==> config.mk <==
export PLATFORM = sky130hd
export DESIGN_NAME = flash_cmd_decoder
export DESIGN_NICKNAME = d
export VERILOG_FILES = /design/src/rtl/fcd_pkg.sv /design/src/rtl/fcd_addr_norm.sv /design/src/rtl/fcd_seq_fsm.sv /design/src/rtl/fcd_req_gen.sv /design/src/rtl/flash_cmd_decoder.sv
export SDC_FILE = /design/constraint.sdc
export NUM_CORES = 1
export LEC_CHECK = 0
export BUFFER_PORTS_ARGS = -buffer_cell sky130_fd_sc_hd__buf_2
export CAP_MARGIN = 5
export CORE_ASPECT_RATIO = 2
export CORE_MARGIN = 4
export CORE_UTILIZATION = 45
export CTS_CLUSTER_DIAMETER = 200
export DETAILED_ROUTE_END_ITERATION = 10
export PLACE_DENSITY = 0.83
export SYNTH_ARGS = -nofsm -noshare
export SYNTH_HDL_FRONTEND = slang
export SYNTH_HIERARCHICAL = 1
export SYNTH_SLANG_ARGS = --single-unit
==> constraint.sdc <==
create_clock -name clk -period 2.2 [get_ports clk]
set_input_delay 0.33 -clock clk [delete_from_list [all_inputs] [get_ports clk]]
set_output_delay 0.33 -clock clk [all_outputs]
set_load 0.02 [all_outputs]
==> src/rtl/fcd_pkg.sv <==
package fcd_pkg;

  // Number of address bits compared against the unlock addresses.
  localparam int UNLK_CMP_W = 11;

  typedef enum logic [1:0] {
    MODE_ARRAY  = 2'd0,
    MODE_IDENT  = 2'd1,
    MODE_QUERY  = 2'd2,
    MODE_STATUS = 2'd3
  } rd_mode_e;

  typedef enum logic [3:0] {
    ST_IDLE,      // read mode, expecting first unlock write
    ST_UNLK2,     // expecting second unlock write
    ST_CMD,       // expecting command byte (bypass idles here)
    ST_PROG,      // expecting program data
    ST_IDENT,     // identifier mode
    ST_E_UNLK1,   // erase setup: first unlock write
    ST_E_UNLK2,   // erase setup: second unlock write
    ST_E_SEL,     // erase setup: chip or sector select
    ST_ERASING,   // erase in progress
    ST_QUERY      // query table mode
  } seq_state_e;

  localparam logic [7:0] BYTE_UNLK_A  = 8'hAA;
  localparam logic [7:0] BYTE_UNLK_B  = 8'h55;
  localparam logic [7:0] BYTE_RESET   = 8'hF0;
  localparam logic [7:0] BYTE_QUERY   = 8'h98;
  localparam logic [7:0] BYTE_SETUP   = 8'h80;
  localparam logic [7:0] BYTE_IDENT   = 8'h90;
  localparam logic [7:0] BYTE_PROG    = 8'hA0;
  localparam logic [7:0] BYTE_BYPASS  = 8'h20;
  localparam logic [7:0] BYTE_CHIP    = 8'h10;
  localparam logic [7:0] BYTE_SECTOR  = 8'h30;
  localparam logic [7:0] BYTE_BYP_END = 8'h00;

  localparam logic [UNLK_CMP_W-1:0] QUERY_WORD = 11'h055;

  function automatic rd_mode_e mode_of(seq_state_e s);
    case (s)
      ST_IDENT:            return MODE_IDENT;
      ST_QUERY:            return MODE_QUERY;
      ST_PROG, ST_ERASING: return MODE_STATUS;
      default:             return MODE_ARRAY;
    endcase
  endfunction

endpackage

==> src/rtl/fcd_addr_norm.sv <==
module fcd_addr_norm
  import fcd_pkg::*;
#(
  parameter int ADDR_W = 20
) (
  input  logic [ADDR_W-1:0]     byte_addr,
  input  logic [1:0]            width,
  output logic [UNLK_CMP_W-1:0] cmp_word,
  output logic [ADDR_W-1:0]     aligned
);
  // Part-selects instead of a shifter: the compared field moves with width.
  always_comb begin
    case (width)
      2'd1: begin
        cmp_word = byte_addr[UNLK_CMP_W:1];
        aligned  = {byte_addr[ADDR_W-1:1], 1'b0};
      end
      2'd2: begin
        cmp_word = byte_addr[UNLK_CMP_W+1:2];
        aligned  = {byte_addr[ADDR_W-1:2], 2'b00};
      end
      default: begin
        cmp_word = byte_addr[UNLK_CMP_W-1:0];
        aligned  = byte_addr;
      end
    endcase
  end
endmodule

==> src/rtl/fcd_seq_fsm.sv <==
module fcd_seq_fsm
  import fcd_pkg::*;
#(
  parameter logic [UNLK_CMP_W-1:0] UNLOCK0 = 11'h555,
  parameter logic [UNLK_CMP_W-1:0] UNLOCK1 = 11'h2AA
) (
  input  logic                  clk,
  input  logic                  rst_n,
  input  logic                  wr_valid,
  input  logic [7:0]            cmd_byte,
  input  logic [UNLK_CMP_W-1:0] cmp_word,
  input  logic                  erase_done,
  output seq_state_e            state,
  output logic                  bypass,
  output logic                  fire_prog,
  output logic                  fire_sector,
  output logic                  fire_chip
);
  seq_state_e nxt;
  logic       nbyp;
  logic       abort;
  logic       hit_u0, hit_u1, hit_q;

  assign hit_u0 = (cmp_word == UNLOCK0);
  assign hit_u1 = (cmp_word == UNLOCK1);
  assign hit_q  = (cmp_word == QUERY_WORD);

  always_comb begin
    nxt         = state;
    nbyp        = bypass;
    abort       = 1'b0;
    fire_prog   = 1'b0;
    fire_sector = 1'b0;
    fire_chip   = 1'b0;

    if (state == ST_ERASING && erase_done)
      nxt = bypass ? ST_CMD : ST_IDLE;

    if (wr_valid) begin
      if (state != ST_PROG && cmd_byte == BYTE_RESET) begin
        abort = 1'b1;
      end else begin
        case (state)
          ST_IDLE, ST_E_UNLK1: begin
            if (hit_q && cmd_byte == BYTE_QUERY)
              nxt = ST_QUERY;
            else if (hit_u0 && cmd_byte == BYTE_UNLK_A)
              nxt = (state == ST_IDLE) ? ST_UNLK2 : ST_E_UNLK2;
            else
              abort = 1'b1;
          end
          ST_UNLK2, ST_E_UNLK2: begin
            if (hit_u1 && cmd_byte == BYTE_UNLK_B)
              nxt = (state == ST_UNLK2) ? ST_CMD : ST_E_SEL;
            else
              abort = 1'b1;
          end
          ST_CMD: begin
            if (!bypass && !hit_u0) begin
              abort = 1'b1;
            end else begin
              case (cmd_byte)
                BYTE_BYPASS: begin nbyp = 1'b1; nxt = ST_CMD; end
                BYTE_SETUP:  nxt = ST_E_UNLK1;
                BYTE_IDENT:  nxt = ST_IDENT;
                BYTE_PROG:   nxt = ST_PROG;
                default:     abort = 1'b1;
              endcase
            end
          end
          ST_PROG: begin
            fire_prog = 1'b1;
            nxt       = bypass ? ST_CMD : ST_IDLE;
          end
          ST_IDENT: begin
            if (bypass && cmd_byte == BYTE_BYP_END)
              abort = 1'b1;
            else if (hit_q && cmd_byte == BYTE_QUERY)
              nxt = ST_QUERY;
            else
              abort = 1'b1;
          end
          ST_E_SEL: begin
            if (cmd_byte == BYTE_CHIP && hit_u0) begin
              fire_chip = 1'b1;
              nxt       = ST_ERASING;
            end else if (cmd_byte == BYTE_SECTOR) begin
              fire_sector = 1'b1;
              nxt         = ST_ERASING;
            end else begin
              abort = 1'b1;
            end
          end
          ST_ERASING: ;  // writes ignored while erasing
          default:    abort = 1'b1;  // query mode and any stray state
        endcase
      end
    end

    if (abort) begin
      nxt  = ST_IDLE;
      nbyp = 1'b0;
    end
  end

  always_ff @(posedge clk or negedge rst_n) begin
    if (!rst_n) begin
      state  <= ST_IDLE;
      bypass <= 1'b0;
    end else begin
      state  <= nxt;
      bypass <= nbyp;
    end
  end
endmodule

==> src/rtl/fcd_req_gen.sv <==
module fcd_req_gen #(
  parameter int ADDR_W    = 20,
  parameter int DATA_W    = 32,
  parameter int SECTOR_AW = 12
) (
  input  logic              clk,
  input  logic              rst_n,
  input  logic              fire_prog,
  input  logic              fire_sector,
  input  logic              fire_chip,
  input  logic [ADDR_W-1:0] word_addr,
  input  logic [ADDR_W-1:0] byte_addr,
  input  logic [DATA_W-1:0] data,
  input  logic [1:0]        width,
  output logic              prog_req,
  output logic [ADDR_W-1:0] prog_addr,
  output logic [DATA_W-1:0] prog_data,
  output logic [1:0]        prog_width,
  output logic              erase_req,
  output logic              erase_chip,
  output logic [ADDR_W-1:0] erase_addr
);
  localparam logic [ADDR_W-1:0] SECT_MASK =
    ~((ADDR_W'(1) << SECTOR_AW) - ADDR_W'(1));

  always_ff @(posedge clk or negedge rst_n) begin
    if (!rst_n) begin
      prog_req   <= 1'b0;
      prog_addr  <= '0;
      prog_data  <= '0;
      prog_width <= '0;
      erase_req  <= 1'b0;
      erase_chip <= 1'b0;
      erase_addr <= '0;
    end else begin
      prog_req  <= fire_prog;
      erase_req <= fire_sector | fire_chip;
      if (fire_prog) begin
        prog_addr  <= word_addr;
        prog_data  <= data;
        prog_width <= width;
      end
      if (fire_sector | fire_chip) begin
        erase_chip <= fire_chip;
        erase_addr <= fire_chip ? '0 : (byte_addr & SECT_MASK);
      end
    end
  end
endmodule

==> src/rtl/flash_cmd_decoder.sv <==
module flash_cmd_decoder
  import fcd_pkg::*;
#(
  parameter int ADDR_W    = 20,
  parameter int DATA_W    = 32,
  parameter int SECTOR_AW = 12,
  parameter logic [UNLK_CMP_W-1:0] UNLOCK0 = 11'h555,
  parameter logic [UNLK_CMP_W-1:0] UNLOCK1 = 11'h2AA
) (
  input  logic              clk,
  input  logic              rst_n,
  input  logic              wr_valid,
  input  logic [ADDR_W-1:0] wr_addr,
  input  logic [DATA_W-1:0] wr_data,
  input  logic [1:0]        wr_width,
  input  logic              erase_done,
  output logic [1:0]        mode,
  output logic              bypass_on,
  output logic              prog_req,
  output logic [ADDR_W-1:0] prog_addr,
  output logic [DATA_W-1:0] prog_data,
  output logic [1:0]        prog_width,
  output logic              erase_req,
  output logic              erase_chip,
  output logic [ADDR_W-1:0] erase_addr
);
  logic [UNLK_CMP_W-1:0] cmp_word;
  logic [ADDR_W-1:0]     aligned;
  seq_state_e            state;
  logic                  fire_prog, fire_sector, fire_chip;

  fcd_addr_norm #(.ADDR_W(ADDR_W)) u_norm (
    .byte_addr (wr_addr),
    .width     (wr_width),
    .cmp_word  (cmp_word),
    .aligned   (aligned)
  );

  fcd_seq_fsm #(.UNLOCK0(UNLOCK0), .UNLOCK1(UNLOCK1)) u_fsm (
    .clk         (clk),
    .rst_n       (rst_n),
    .wr_valid    (wr_valid),
    .cmd_byte    (wr_data[7:0]),
    .cmp_word    (cmp_word),
    .erase_done  (erase_done),
    .state       (state),
    .bypass      (bypass_on),
    .fire_prog   (fire_prog),
    .fire_sector (fire_sector),
    .fire_chip   (fire_chip)
  );

  fcd_req_gen #(.ADDR_W(ADDR_W), .DATA_W(DATA_W), .SECTOR_AW(SECTOR_AW)) u_req (
    .clk         (clk),
    .rst_n       (rst_n),
    .fire_prog   (fire_prog),
    .fire_sector (fire_sector),
    .fire_chip   (fire_chip),
    .word_addr   (aligned),
    .byte_addr   (wr_addr),
    .data        (wr_data),
    .width       (wr_width),
    .prog_req    (prog_req),
    .prog_addr   (prog_addr),
    .prog_data   (prog_data),
    .prog_width  (prog_width),
    .erase_req   (erase_req),
    .erase_chip  (erase_chip),
    .erase_addr  (erase_addr)
  );

  // Mode follows the state register directly, so it changes one cycle after a write.
  assign mode = mode_of(state);
endmodule

# Word level (Yosys, flattened, before mapping)

Index checks and enable logic that the tools add are counted.

Bits in registers: 82
Bits in latches: 0
Bits in writable memories: 0
ROM bits: 0
Bits of input ports: 58
Output and inout port bits: 80
Word-level logic and storage cells: 108
Memories: 0

$add $sub $neg: 0
$mul: 0
Divide/modulo/power cells: 0
Order comparisons: 0
Eq/ne operators: 27
Shift operators: 0
Muxes and demuxes: 51
Bitwise gates (word level): 1
Reductions and logical operators: 20

Operators by type and width:

| kind                                            | number |
|---|---|
| == test 8 bit, second input constant            | 6 |
| two-way mux 4 bit                               | 12 |
| two-way mux 1 bit                               | 29 |
| case mux 4 bit (6 select lines)                 | 1 |
| case mux 11 bit (2 select lines)                | 1 |
| two-way mux 20 bit                              | 1 |
| == test 4 x 3 -> 1 bit, second input constant   | 4 |
| == test 8 x 6 -> 1 bit, second input constant   | 2 |
| case mux 4 bit (4 select lines)                 | 1 |
| == test 11 x 10 -> 1 bit, second input constant | 1 |
| == test 11 bit, second input constant           | 1 |
| == test 11 x 7 -> 1 bit, second input constant  | 1 |
| == test 4 x 2 -> 1 bit, second input constant   | 2 |
| == test 4 bit, second input constant            | 2 |
| == test 8 x 5 -> 1 bit, second input constant   | 1 |
| == test 8 x 7 -> 1 bit, second input constant   | 1 |
| logical AND 1 bit                               | 8 |
| zero test 8 bit                                 | 1 |
| two-way mux 3 bit                               | 2 |
| case mux 1 bit (6 select lines)                 | 1 |
| case mux 2 bit (3 select lines)                 | 1 |
| nonzero test 2 bit                              | 3 |
| OR reduction 2 bit                              | 3 |
| AND reduction 5 bit                             | 1 |
| 11 further kinds                                | 13 |

# Longest topological paths before layout

Depth after elaboration: 11
Mapped depth: 11
Mapped depth without buffers: 10

# Hierarchy

The synthesis kept the hierarchy.

By module, submodules not included:

| module            | instances | cells each | area each (um^2) | sequential area each (um^2) |
|---|---|---|---|---|
| fcd_req_gen       | 1         | 159        | 2763.9           | 1626.6 |
| fcd_seq_fsm       | 1         | 115        | 834.6            | 125.1 |
| fcd_addr_norm     | 1         | 60         | 394.1            | 0.0 |
| flash_cmd_decoder | 1         | 6          | 51.3             | 0.0 |

# Least setup slack after synthesis

No wires, ideal clock.

Path type: input port to flip-flop
Start point: in wr_width[0]
End point: reg u_fsm.state[2]
Library setup time: 0.100 ns
Arrival: 2.574 ns
Data required time: 2.100 ns
Setup slack: -0.474 ns
Stages on the path: 10
Path buffers: 1
Cells stage by stage: inv_1 ha_1 buf_4 o21bai_1 or3b_2 nor3_1 nor3_1 o31ai_1 o2111ai_1 a311oi_1

Cells in the longest elaborated chain, start to end: 10
Elaborated cells between the ends (all ways): 33
Those cells by class: eq/ne (5); mux (22); reduce/logical (6)

Ends and longest elaborated chain:

| what                                                                               | line                                 | RTL |
|---|---|---|
| start: declaration                                                                 | flash_cmd_decoder.sv:15              | `input logic [1:0] wr_width,` |
| == test 2 bit or == test 2 x 1 -> 1 bit (tied branches)                            | fcd_addr_norm.sv:13                  | `case (width)` |
| case mux 11 bit (2 select lines) *                                                 | fcd_addr_norm.sv:13                  |  |
| net cmp_word[0]                                                                    | flash_cmd_decoder.sv:27              | `logic [UNLK_CMP_W-1:0] cmp_word;` |
| == test 11 x 7 -> 1 bit or == test 11 bit (tied branches)                          | fcd_seq_fsm.sv:26, fcd_seq_fsm.sv:24 |  |
| logical AND 1 bit, or another cell as far along                                    | fcd_seq_fsm.sv:45, fcd_seq_fsm.sv:78 |  |
| two-way mux 4 bit, or another cell as far along                                    | fcd_seq_fsm.sv:78                    | `else if (hit_q && cmd_byte == BYTE_QUERY)` |
| two-way mux 4 bit, or another cell as far along                                    | fcd_seq_fsm.sv:76                    | `if (bypass && cmd_byte == BYTE_BYP_END)` |
| case mux 4 bit (6 select lines) or case mux 1 bit (6 select lines) (tied branches) | fcd_seq_fsm.sv:43                    | `case (state)` |
| two-way mux 4 bit or two-way mux 1 bit (tied branches)                             | fcd_seq_fsm.sv:40                    | `if (state != ST_PROG && cmd_byte == BYTE_RESET) begin` |
| two-way mux 4 bit or two-way mux 1 bit (tied branches)                             | fcd_seq_fsm.sv:39                    | `if (wr_valid) begin` |
| two-way mux 4 bit *                                                                | fcd_seq_fsm.sv:100                   | `if (abort) begin` |
| net u_fsm.nxt[2]                                                                   | fcd_seq_fsm.sv:19                    | `seq_state_e nxt;` |
| end signal: assignment                                                             | fcd_seq_fsm.sv:111                   | `state <= nxt;` |
| end: declaration                                                                   | fcd_seq_fsm.sv:13                    | `output seq_state_e state,` |

The timed path passes the listed nets; every way through them passes the cells marked *.
A chain may end at the register's enable or synchronous reset.

# Worst setup path in the final report

Start point: in wr_width[0]
End point: reg u_fsm.state[1]

The elaborated chain is that of the path after synthesis.

==> impl_metrics.csv <==
group,metric,value,unit
run,cap_violations,0,
sta,finalCritPeriodShare,1.032,
clock_network,numCtsBuffers,9,
clock_network,holdBufCountCts,0,
outcome,violations,"setup timing",
route,post-route-drc-count,0,
critical_path,startpoint,"wr_width[0]",
sta,rsz0062_at_grt,"yes",
synthesis,synth_compound_area_frac,0.09746,
synthesis,ys_top_cells_by_area,"dfrtp_1 43%, mux2_4 19%, buf_4 5.8%",
placed_design,place.gp.congestion,1.012,
synthesis,synth-seq-cells,70,
synthesis,ys.flop_type,"dfrtp_1",
sta,setup_viol,10,
placed_design,io_buffers,125,
synthesis,yosys_warnings,6,
sta,clock_skew,0.007516,ns
sta,whs,0.09514,ns
placed_design,dp.cells,572,
sta,hold_viol,0,
critical_path,start_kind,"input port",
global_route,grt-ovfl-total,0,
critical_path,crit_fanout,6,
clock_network,clock_path_buffers,2,
layout,n_antenna_cell,0,
clock_network,clk_pin_slew,0.06,ns
sta,worst_pin_slew,0.8905,ns
synthesis,yosysSeqAreaShare,0.4332,
route,dr.pass1.iters,5,
route,wirelength,11380,um
sta,min_period,2.270,ns
critical_path,worstPathRequired,2.47,ns
sta,max_slew_margin,0.4063,
synthesis,synth_largest_area_cell,"dfrtp_1",
global_route,grt_pass1_vias,3455,
min_path,hp-class,"input port to async pin",
route,vias,3296,
synthesis,synthSimpleGateAreaFrac,0.1346,
critical_path,worstRegToRegCells,8,
synthesis,netlist-cell-type-count,60,
critical_path,critPathArrivalTime,2.54,ns
floorplanning,ioPinCount,138,
critical_path,r2r_end,"u_req/erase_addr[17]$_DFFE_PN0P_",
synthesis,syn_area_per_cell,11.89,sq um
route,drtIter0Drc,131,
clock_network,htree_num_levels,3,
synthesis,postSynth.asyncResetShare,1.000,
placed_design,dpl-instance-area,4922,sq um
outcome,status,"complete, but fails checks",
layout,fin_cells,597,
placed_design,dp_hpwl,8542,um
global_route,track_usage,0.2174,
layout,design_area,5458,sq um
clock_network,clk_latency,0.33,ns
synthesis,syn_inst,340,
clock_network,cts-root-buf,"clkbuf_16",
route,avgViaCountPerCell,5.521,
floorplanning,die_area,10660,sq um
power,p_leak,2.800,nW
sta,fin_ws,-0.07005,ns
critical_path,cp-end-kind,"register",
global_route,grt_pass1_wl,17410,um
critical_path,path_class,"input port to register",
synthesis,synth_top_family_by_area,"multiplexers",
critical_path,r2r-start,"u_fsm/state[3]$_DFF_PN0_",
power,power,3.403,mW
power,powerDensity,623.4,nW/um^2
power,vdd_drop_max,0.4720,mV
floorplanning,die_x,75.03,um
clock_network,clock-sinks,70,
sta,report.final.slew_viol_count,0,
floorplanning,initial_core_util,0.4644,
global_route,grt_max_degree,71,
clock_network,tritoncts,"yes",
critical_path,ff2ff_setup_slack,0.13,ns
synthesis,synth_edf_count,0,
synthesis,synth_top_area_share,0.4332,
floorplanning,die_y,142.1,um
sta,clock.fmax,0.4405,GHz
layout,synthToLayoutAreaGrowth,34.96,%
global_route,antenna_found_initial,0,
synthesis,synth_fa_ha_area_frac,0.006188,
floorplanning,num_rows,48,
placed_design,dp_slack,-0.6340,ns
synthesis,synth.area.mux_share,0.2191,
critical_path,crit_end,"u_fsm/state[1]$_DFF_PN0_",
floorplanning,core,8708,sq um
layout,nets,552,
route,ant_nets,0,
route,wl_per_cell,19.07,um
synthesis,synth_xor_area_frac,0.002166,
layout,n_fill_cell,687,
layout,layout-drive-gt1-share,0.5815,
synthesis,netlist_area,4044,sq um
-- metal layers --
layer,vias up,global-route usage,share of wire
met3,40,0.04738,0.050
met2,141,0.3868,0.56
met1,1624,0.2255,0.34
li1,1491,-,-
met5,-,0,0
met4,0,0.1210,0.048
-- worst max-delay path: stages --
cell	delay (ns)
buf_12	0.10
inv_8	0.03
ha_4	0.31
and2_4	0.16
o21bai_4	0.10
or3b_4	0.42
nor4_4	0.20
buf_4	0.17
and2_1	0.17
nand4_1	0.11
a41o_1	0.29
a21oi_2	0.14
-- cells in the mapped netlist, drive strengths merged, types with 2 or more instances --
cell type	n
dfrtp	70
mux2	54
buf	42
nand2	20
nor2	18
o21ai	16
a22oi	11
mux2i	9
inv	7
nor3	7
a21oi	6
clkbuf	6
nand2b	5
and2	4
nand3	4
nor2b	4
a211oi	3
nand4	3
nand4b	3
nor3b	3
nor4	3
nor4bb	3
o31ai	3
or3	3
or4	3
a21o	2
ha	2
nand3b	2
nand4bb	2
nor4b	2
o21a	2
o31a	2
-- where the power goes --
part	internal (mW)	leakage, nW	total [mW]	switching, mW
Clock	1.00	0.153	1.57	0.570
Combinational	0.233	1.67	0.534	0.301
Sequential	1.30	0.977	1.30	0.00348
Total	2.53	2.80	3.40	0.874
-- cells in the final DEF (no fill, tap or decap), types with 4 or more instances in the layout --
| cell type | Yosys | layout |
|---|---|---|
| conb_1 | 1 | 12 |
| buf_4 | 31 | 46 |
| mux2_4 | 50 | 50 |
| nand2b_1 | 5 | 5 |
| o21ai_1 | 8 | 5 |
| o21ai_0 | 8 | 4 |
| inv_1 | 7 | 5 |
| nor2b_1 | 4 | 4 |
| nor3_1 | 7 | 4 |
| a22oi_1 | 11 | 9 |
| nand2_1 | 20 | 20 |
| mux2i_1 | 9 | 8 |
| o21ai_2 | 0 | 7 |
| buf_6 | 3 | 5 |
| buf_12 | 5 | 5 |
| buf_2 | 3 | 122 |
| dfrtp_1 | 70 | 70 |
| mux2_2 | 4 | 4 |
| nor2_1 | 18 | 18 |
| clkbuf_16 | 0 | 9 |
| nand3_1 | 4 | 4 |
-- layout make-up --
class	count	area, sq um	area share
clock buffers	10	229.0	0.04195
well taps	100	125.1	0.02293
repair buffers	178	1112	0.2038
inverters	7	33.78	0.006190
multi-input cells	226	2112	0.3870
flip-flops and latches	70	1752	0.3210
clock inverters	6	93.84	0.01719
-- repair_timing --
| action | 4_1_cts | 5_1_grt |
|---|---|---|
| gates resized for setup | 12 | 24 |
| setup endpoints to repair | 15 | 15 |
| buffers inserted | 2 | 7 |
| pin swaps | 11 | 13 |
| gates cloned | 0 | 1 |
-- worst min path at each step --
stage                                                end  cells after the start  slack [ns]
after floorplan                 u_fsm/bypass$_DFFE_PN0P_                      0        0.03
after global placement      u_req/erase_chip$_DFFE_PN0P_                      1        0.46
after detailed placement    u_req/erase_chip$_DFFE_PN0P_                      1        0.47
after CTS                 u_req/prog_data[2]$_DFFE_PN0P_                      1        0.15
after global routing      u_req/prog_data[5]$_DFFE_PN0P_                      1        0.17
final                     u_req/prog_data[5]$_DFFE_PN0P_                      1         0.1
-- kinds of logic (layout without fill, tap and decap cells) --
logic type | Yosys count | in the layout
and+or+nand+nor | 92 | 92
DFF | 70 | 70
muxes | 63 | 63
AOI/OAI and AO/OA | 56 | 56
buffers and inverters | 55 | 201
adders and majority gates | 2 | 2
other | 1 | 12
xor gates and xnor gates | 1 | 1
-- through the flow --
step                TNS (ns)    util
finish               -0.2884  0.6267
global route         -0.9549  0.6267
CTS                  -0.7311  0.6085
detailed placement    -6.670  0.5652
global placement      -6.689  0.5652
floorplan            -0.3252       -
-- sequential cells by signal, summed over array words and instances, names as in the netlist --
signal / flops
u_req/erase_chip: 1
u_req/prog_width: 2
u_req/erase_addr: 8
u_fsm/bypass: 1
u_req/prog_req: 1
u_req/prog_data: 32
u_fsm/state: 4
u_req/prog_addr: 20
u_req/erase_req: 1
Note: power is estimated with default switching activity, not from simulation.
